==> src/rtl/pic_pkg.sv <==
package pic_pkg;
  typedef enum logic [2:0] {
    INIT_IDLE,
    INIT_BASE,
    INIT_CASC,
    INIT_MODE,
    INIT_RUN
  } init_st_e;

  localparam logic [2:0] OP_EOI_NS = 3'b001;
  localparam logic [2:0] OP_EOI_SP = 3'b011;
endpackage

==> src/rtl/pic_req_latch.sv <==
module pic_req_latch #(
  parameter int unsigned N_IRQ = 8
) (
  input  logic             clk_i,
  input  logic             rst_ni,
  input  logic [N_IRQ-1:0] irq_i,
  input  logic             clr_all_i,
  input  logic [N_IRQ-1:0] ack_clr_i,
  output logic [N_IRQ-1:0] irr_o
);
  logic [N_IRQ-1:0] irq_q;
  logic [N_IRQ-1:0] rise;

  assign rise = irq_i & ~irq_q;

  always_ff @(posedge clk_i or negedge rst_ni) begin
    if (!rst_ni) begin
      irq_q <= '0;
      irr_o <= '0;
    end else begin
      irq_q <= irq_i;
      if (clr_all_i) irr_o <= '0;
      else           irr_o <= (irr_o & ~ack_clr_i) | rise;
    end
  end
endmodule

==> src/rtl/pic_prio_enc.sv <==
module pic_prio_enc #(
  parameter int unsigned N_IRQ = 8,
  localparam int unsigned IW = $clog2(N_IRQ)
) (
  input  logic [N_IRQ-1:0] vec_i,
  output logic             vld_o,
  output logic [IW-1:0]    idx_o,
  output logic [N_IRQ-1:0] oh_o
);
  // lowest index wins
  always_comb begin
    idx_o = '0;
    for (int i = N_IRQ - 1; i >= 0; i--) begin
      if (vec_i[i]) idx_o = IW'(i);
    end
  end

  assign vld_o = |vec_i;

  for (genvar g = 0; g < N_IRQ; g++) begin : g_oh
    assign oh_o[g] = vld_o && (idx_o == IW'(g));
  end
endmodule

==> src/rtl/pic_init_seq.sv <==
module pic_init_seq
  import pic_pkg::*;
#(
  parameter int unsigned N_IRQ = 8,
  localparam int unsigned IW = $clog2(N_IRQ),
  localparam int unsigned BW = N_IRQ - IW
) (
  input  logic             clk_i,
  input  logic             rst_ni,
  input  logic             wr_i,
  input  logic             a0_i,
  input  logic [N_IRQ-1:0] wdata_i,
  input  logic             role_master_i,
  output logic             running_o,
  output logic             init_start_o,
  output logic [BW-1:0]    base_o,
  output logic [N_IRQ-1:0] cfg_o,
  output logic [N_IRQ-1:0] mask_o
);
  init_st_e st_q;
  logic     single_q;
  logic     need_mode_q;

  assign init_start_o = wr_i && !a0_i && wdata_i[4];
  assign running_o    = (st_q == INIT_RUN);

  always_ff @(posedge clk_i or negedge rst_ni) begin
    if (!rst_ni) begin
      st_q        <= INIT_IDLE;
      single_q    <= 1'b0;
      need_mode_q <= 1'b0;
      base_o      <= '0;
      cfg_o       <= '0;
      mask_o      <= '1;
    end else if (init_start_o) begin
      st_q        <= INIT_BASE;
      single_q    <= wdata_i[1];
      need_mode_q <= wdata_i[0];
      cfg_o       <= '0;
      mask_o      <= '0;
    end else if (wr_i && a0_i) begin
      unique case (st_q)
        INIT_BASE: begin
          base_o <= wdata_i[N_IRQ-1:IW];
          if (!single_q)       st_q <= INIT_CASC;
          else if (need_mode_q) st_q <= INIT_MODE;
          else                 st_q <= INIT_RUN;
        end
        INIT_CASC: begin
          cfg_o <= role_master_i ? wdata_i : {{BW{1'b0}}, wdata_i[IW-1:0]};
          st_q  <= need_mode_q ? INIT_MODE : INIT_RUN;
        end
        INIT_MODE: st_q   <= INIT_RUN;
        INIT_RUN:  mask_o <= wdata_i;
        default: ;
      endcase
    end
  end
endmodule

==> src/rtl/pic_ctrl.sv <==
module pic_ctrl
  import pic_pkg::*;
#(
  parameter int unsigned N_IRQ = 8
) (
  input  logic             clk_i,
  input  logic             rst_ni,
  input  logic             wr_i,
  input  logic             a0_i,
  input  logic [N_IRQ-1:0] wdata_i,
  input  logic [N_IRQ-1:0] irq_i,
  input  logic             role_master_i,
  input  logic             inta_i,
  output logic             int_o,
  output logic [N_IRQ-1:0] vector_o,
  output logic [N_IRQ-1:0] cascade_cfg_o
);
  localparam int unsigned IW = $clog2(N_IRQ);
  localparam int unsigned BW = N_IRQ - IW;

  logic             running;
  logic             init_start;
  logic [BW-1:0]    base;
  logic [N_IRQ-1:0] imr, irr, isr, pend;
  logic [N_IRQ-1:0] pend_oh, isr_oh, sp_oh, ack_oh, eoi_clr;
  logic             pend_vld, isr_vld;
  logic [IW-1:0]    pend_idx, isr_idx;
  logic             cmd_wr, eoi_ns, eoi_sp, ack_take;

  pic_init_seq #(.N_IRQ(N_IRQ)) u_init (
    .clk_i, .rst_ni, .wr_i, .a0_i, .wdata_i, .role_master_i,
    .running_o(running), .init_start_o(init_start), .base_o(base),
    .cfg_o(cascade_cfg_o), .mask_o(imr)
  );

  pic_req_latch #(.N_IRQ(N_IRQ)) u_req (
    .clk_i, .rst_ni, .irq_i, .clr_all_i(init_start),
    .ack_clr_i(ack_oh), .irr_o(irr)
  );

  assign pend = irr & ~imr;

  pic_prio_enc #(.N_IRQ(N_IRQ)) u_pend_enc (
    .vec_i(pend), .vld_o(pend_vld), .idx_o(pend_idx), .oh_o(pend_oh)
  );

  pic_prio_enc #(.N_IRQ(N_IRQ)) u_isr_enc (
    .vec_i(isr), .vld_o(isr_vld), .idx_o(isr_idx), .oh_o(isr_oh)
  );

  // end-of-interrupt decode
  assign cmd_wr = running && wr_i && !a0_i && !wdata_i[4] && !wdata_i[3];
  assign eoi_ns = cmd_wr && (wdata_i[N_IRQ-1 -: 3] == OP_EOI_NS);
  assign eoi_sp = cmd_wr && (wdata_i[N_IRQ-1 -: 3] == OP_EOI_SP);

  for (genvar g = 0; g < N_IRQ; g++) begin : g_sp
    assign sp_oh[g] = (wdata_i[IW-1:0] == IW'(g));
  end

  always_comb begin
    eoi_clr = '0;
    if (eoi_ns)      eoi_clr = isr_oh;
    else if (eoi_sp) eoi_clr = sp_oh;
  end

  assign ack_take = running && inta_i && pend_vld;
  assign ack_oh   = ack_take ? pend_oh : '0;

  always_ff @(posedge clk_i or negedge rst_ni) begin
    if (!rst_ni)         isr <= '0;
    else if (init_start) isr <= '0;
    else                 isr <= (isr & ~eoi_clr) | ack_oh;
  end

  always_ff @(posedge clk_i or negedge rst_ni) begin
    if (!rst_ni) vector_o <= '0;
    else if (running && inta_i)
      vector_o <= {base, pend_vld ? pend_idx : {IW{1'b1}}};
  end

  assign int_o = running && pend_vld && (!isr_vld || (pend_idx < isr_idx));
endmodule

==> config.mk <==
export PLATFORM = sky130hd
export DESIGN_NAME = pic_ctrl
export DESIGN_NICKNAME = d
export VERILOG_FILES = /design/src/rtl/pic_pkg.sv /design/src/rtl/pic_req_latch.sv /design/src/rtl/pic_prio_enc.sv /design/src/rtl/pic_init_seq.sv /design/src/rtl/pic_ctrl.sv
export SDC_FILE = /design/constraint.sdc
export NUM_CORES = 1
export LEC_CHECK = 0
export CAP_MARGIN = 15
export CORE_AREA = 5 5 86 88
export DETAILED_ROUTE_END_ITERATION = 8
export DIE_AREA = 0 0 91 93
export DONT_BUFFER_PORTS = 1
export PLACE_DENSITY = 0.61
export SETUP_SLACK_MARGIN = 0.15
export SLEW_MARGIN = 10
export SYNTH_ARGS = -nofsm -noshare
export SYNTH_HDL_FRONTEND = slang
export SYNTH_SLANG_ARGS = --single-unit
export TNS_END_PERCENT = 1
==> constraint.sdc <==
create_clock -name clk_i -period 2.25 [get_ports clk_i]
set_input_delay 0.45 -clock clk_i [delete_from_list [all_inputs] [get_ports clk_i]]
set_output_delay 0.45 -clock clk_i [all_outputs]
set_load 0.01 [all_outputs]
# After elaboration in Yosys (flattened, before gate mapping)
# Index checks and enable logic that the tools add are counted.
word_totals:
  register_bits: 58
  in_bits: 22
  elab_cells: 130
classes:
  n_bitwise: 11
  n_eq_ne: 27
  n_lt_le_gt_ge: 1
  n_mux: 34
  reduce_logical: 47
op_table:
  columns: ["op", "n"]
  rows:
  - ["8-bit two-way mux", 12]
  - ["3-bit two-way mux", 21]
  - ["3-bit == test, second input constant", 13]
  - ["8-bit bitwise AND", 4]
  - ["8-bit inverter", 4]
  - ["1-bit logical AND", 29]
  - ["3-bit by 2-bit == test with 1-bit output, second input constant", 9]
  - ["8-bit OR", 2]
  - ["8-bit OR reduction", 2]
  - ["3-bit by 1-bit == test with 1-bit output, second input constant", 5]
  - ["3-bit zero test", 3]
  - ["3-bit case mux with 3 select lines", 1]
  - ["2-bit AND reduction", 3]
  - ["2-bit nonzero test", 3]
  - ["1-bit zero test", 4]
  - ["4-bit nonzero test", 1]
  - ["3-bit less-than comparator", 1]
  - ["3-bit AND reduction", 1]
  - ["1-bit logical OR", 1]
  - ["1-bit inverter", 1]

# Logic depth before layout (Yosys ltp)
depth:
  ltp_word: 17
  ltp_mapped: 8
  depth_no_buf: 8

# Hierarchy
# A second synthesis with hierarchy kept.
hier_totals:
  cells_unflattened: 307
  area_unflattened_um2: 3133.0
modules_own_cells:
  columns: ["mod", "area_each_um2", "cells_each", "seq_area_each_um2", "n_inst"]
  rows:
  - ["pic_init_seq", 1231.2, 110, 660.6, 1]
  - ["pic_ctrl", 977.2, 106, 400.4, 1]
  - ["pic_req_latch", 641.9, 41, 400.4, 1]
  - ["pic_prio_enc", 141.4, 25, 0.0, 2]

# Least setup slack after synthesis
# No wires, ideal clock.
synth_path:
  path_type: "register to output"
  from: "register u_init.mask_o[4]"
  to: "output port int_o"
  path_slack_ns: -0.033
  required_time_ns: 1.800
  path_stages_with_launch: 9
  n_path_buf: 0
  arrival_ns: 1.833
  path_cell_list: "dfstp_2 -> nor2b_1 -> a21oi_1 -> a21oi_1 -> nor3_1 -> ha_1 -> o21a_1 -> o22ai_1 -> o2111a_1"
synth_between:
  elab_chain_cells: 10
synth_lines:
  columns: ["element", "line_no", "text"]
  rows:
  - ["start, declared", "pic_init_seq.sv:18", "output logic [N_IRQ-1:0] mask_o"]
  - ["start signal, assigned", "pic_init_seq.sv:54", "INIT_RUN: mask_o <= wdata_i;"]
  - ["8-bit inverter (*)", "pic_ctrl.sv:41", "assign pend = irr & ~imr;"]
  - ["8-bit bitwise AND (*)", "pic_ctrl.sv:41", null]
  - ["3-bit two-way mux (5 in a row)", "pic_prio_enc.sv:14", "if (vec_i[i]) idx_o = IW'(i);"]
  - ["3-bit less-than comparator", "pic_ctrl.sv:81", "assign int_o = running && pend_vld && (!isr_vld || (pend_idx < isr_idx));"]
  - ["1-bit logical OR", "pic_ctrl.sv:81", null]
  - ["1-bit logical AND (*)", "pic_ctrl.sv:81", null]
  - ["end, declared", "pic_ctrl.sv:14", "output logic int_o,"]
# Every way passes the cells marked *; elsewhere a longest branch is shown, timed or not.

# Final worst setup path
layout_path:
  from: "register u_init.mask_o[5]"
  to: "output port int_o"
layout_between:
  elab_chain_cells: 11
layout_lines:
  columns: ["element", "line_no"]
  rows:
  - ["8-bit inverter (*)", "pic_ctrl.sv:41"]
  - ["8-bit bitwise AND (*)", "pic_ctrl.sv:41"]
  - ["3-bit two-way mux (6 in a row)", "pic_prio_enc.sv:14"]
  - ["3-bit less-than comparator", "pic_ctrl.sv:81"]
  - ["1-bit logical OR", "pic_ctrl.sv:81"]
  - ["1-bit logical AND (*)", "pic_ctrl.sv:81"]
# Marks and branches as above.

==> out/metrics.yaml <==
synthCells: 305
grt_pass1_wl_mm: 12.4
critPathSlowestCell: "dfstp_2"
initial_core_util_pct: 42.9
seq_area_frac_synth_pct: 51.9
period_share_pct: 116
synth-edff-count: 0
synth_top_cell_by_area: "dfrtp_1"
synth_flop_cell: "dfrtp_1"
antenna_cells: 0
maxSlewHeadroom_pct: 62.5
setup_tns_ns: -0.369
num_vias: 2271
utilization_pct: 49.6
gp_congestion: 0.919
rows: 30
slew_viol_final: 0
crit_path_max_fanout: 2
cp_cell_sequence: "inv_2 -> a21oi_4 -> a21oi_2 -> nor3_2 -> ha_1 -> o21a_1 -> o22ai_1 -> o2111a_2"
cts_sinks: 58
min-delay-start: "irq_i[2]"
async_flop_share_pct: 100
fmax_mhz: 382
clock_skew_ns: 0.00609
die_h_um: 93
synth_area_leaders: "dfrtp_1 44%, dfstp_2 7.5%, nand2_1 7.5%, a21oi_1 5.9%, nand2b_1 3.1%"
grt_use_total_pct: 18.6
cp-startpoint: "u_init.mask_o[5]$_DFFE_PN1P_"
drc: 0
fin_ws_ns: -0.369
synth_area_um2: 2820
failed_checks: "setup timing"
syn-num-nets: 329
core_area_um2: 6570
drtIter0Drc: 148
cts_tree: "done"
fin_nets: 348
die_w_um: 91
crit_arrival_ns: 2.17
grt_max_degree: 59
total_power_mw: 3.47
layout-drive-gt1-share_pct: 19.5
endpoint_kind: "primary output"
area_growth_pct: 15.7
rsz0062_at_grt: "yes"
vdd_drop_max_uv: 584
grt_pass1_vias: 2354
ios: 39
max_cap_viol_count: 0
numPortBuffers: 0
vias_per_cell: 5.55
critical_path_class: "reg2out"
status: "finished with violations"
routedWlPerCell_um: 17.6
synth.distinct_cells: 52
startpoint_type: "flop"
cts_root_buffer: "clkbuf_8"
critPathMaxStageDelay_ns: 0.53
setup_viol: 1
place_hpwl_mm: 5.24
clkTransAtPathRegs_ns: 0.07
p_per_area_nw_per_um2: 1070
r2r_start: "u_init.st_q[0]$_DFFE_PN0P_"
cts_setup_buffers: 0
fp.dieArea_um2: 8460
cts-htree-levels: 3
dr.pass1.iters: 4
synth_top_area_share_pct: 44.4
ys_seq_elements: 58
fillers: 620
hold_viol: 0
overflow: 0
drt_wl_total_mm: 7.21
p_leak_nw: 1.39
ys_warn_count: 0
cp_data_required_time_ns: 1.80
postSynthAreaPerCell_um2: 9.23
hold_class: "in2reg"
tightest_slew_ns: 0.560
antenna_found_initial: 0
ant_nets: 0
period_needed_ns: 2.62
insertion_delay_ns: 0.34
cts_buffer_depth: 2
numCtsBuffers: 9
[metrics by stage]
step,hold WS [ns],instances,instance area [um2],setup slack [ns]
3_5_place_dp,0.157,391,3010,-0.0570
6_report,0.139,409,3260,-0.369
2_1_floorplan,0.154,305,2820,0.0614
3_3_place_gp,0.157,391,3010,0.0119
4_1_cts,0.129,409,3240,-0.346
5_1_grt,0.112,409,3260,-0.490
[cells in the final DEF (no fill, tap or decap), types with 2 or more instances in the layout]
cell type | netlist | routed
nor2_1 | 15 | 14
nor4_1 | 2 | 2
buf_4 | 1 | 20
nor2b_1 | 10 | 9
nand3_1 | 15 | 15
ha_1 | 2 | 2
inv_1 | 7 | 6
a21o_1 | 3 | 3
o21ai_0 | 17 | 17
o211ai_1 | 2 | 2
nand2b_1 | 14 | 11
a21oi_1 | 33 | 31
nand4_1 | 2 | 2
clkbuf_8 | 0 | 10
nand2_1 | 56 | 56
dfstp_2 | 8 | 8
o311ai_0 | 3 | 3
mux2_2 | 5 | 5
nor3_1 | 9 | 8
nand2b_4 | 0 | 3
dfrtp_1 | 50 | 50
a31oi_1 | 7 | 7
o22ai_1 | 4 | 4
clkinv_2 | 0 | 3
clkinvlp_4 | 0 | 2
[worst max-delay path: cells and delay by family, from the launching register on]
| kind | cells | cell delay [ns] |
|---|---|---|
| buffers and inverters | 1 | 0.05 |
| AND/OR/NAND/NOR | 1 | 0.21 |
| adder cells (fa/ha/maj) | 1 | 0.27 |
| AO/OA/AOI/OAI | 5 | 0.78 |
| flip-flops | 1 | 0.53 |
[sequential cells by signal (all words and copies together) (netlist names)]
signal,cells
u_init.mask_o,8
u_init.base_o,5
isr,8
u_init.st_q,3
u_init.cfg_o,8
u_req.irq_q,8
vector_o,8
u_init.need_mode_q,1
u_init.single_q,1
u_req.irr_o,8
[cells in the mapped netlist, types with 7 or more instances]
| cell type | n |
|---|---|
| o21ai_0 | 17 |
| nand3_1 | 15 |
| nor3_1 | 9 |
| dfstp_2 | 8 |
| nand2_1 | 56 |
| a31oi_1 | 7 |
| dfrtp_1 | 50 |
| inv_1 | 7 |
| nor2b_1 | 10 |
| nor2_1 | 15 |
| a21oi_1 | 33 |
| clkbuf_1 | 9 |
| nand2b_1 | 14 |
[logic make-up after synthesis]
kind of cell	share of synthesized area, %
and+or+nand+nor	24.3
AOI/OAI and AO/OA	17.3
DFF	51.9
buffers and inverters	3.24
muxes	2.36
adders and majority gates	0.889
[area by class of cell]
| type | instances | area [um2] | area share (%) |
|---|---|---|---|
| Clock buffer | 11 | 141 | 4.34 |
| Clock inverter | 5 | 30.0 | 0.922 |
| Inverter | 7 | 26.3 | 0.806 |
| Multi-Input combinational cell | 226 | 1310 | 40.2 |
| Sequential cell | 58 | 1460 | 44.9 |
| Tap cell | 80 | 100 | 3.07 |
| Timing Repair Buffer | 22 | 188 | 5.76 |
[where the power goes]
group | switching (mW) | internal (mW)
clock network | 0.422 | 0.423
registers | 0.210 | 1.33
logic | 0.590 | 0.497
total | 1.22 | 2.25
[per-layer routing]
layer  share of wire, %  up-vias  routed length, um  global-route usage [%]
li1                   -     1122                  -                       -
met1                 44     1093               3200                    23.8
met2                 49       45               3510                    29.4
met3                5.3       11                381                    6.36
met4                1.7        0                123                    6.60
met5                  0        -                  0                       0
[worst paths after layout]
check                           slack, ns                            to  depth (start not counted)
worst max-delay path                -0.37                         int_o                          8
worst min-delay path                 0.14      u_req.irq_q[2]$_DFF_PN0_                          0
worst max register to register       0.37              isr[7]$_DFF_PN0_                          5
worst min register to register       0.47  u_init.mask_o[7]$_DFFE_PN1P_                          2
max in group asynchronous            1.27  u_init.mask_o[6]$_DFFE_PN1P_                          2
min in group asynchronous            0.66              isr[7]$_DFF_PN0_                          2
[what timing repair did]
item	CTS	global route
gates resized for setup	5	4
endpoints found under the setup margin	1	1
hold buffers	2	0
hold endpoints to repair	58	0
pin swaps	1	7
Power figures use the tool's default switching activity.
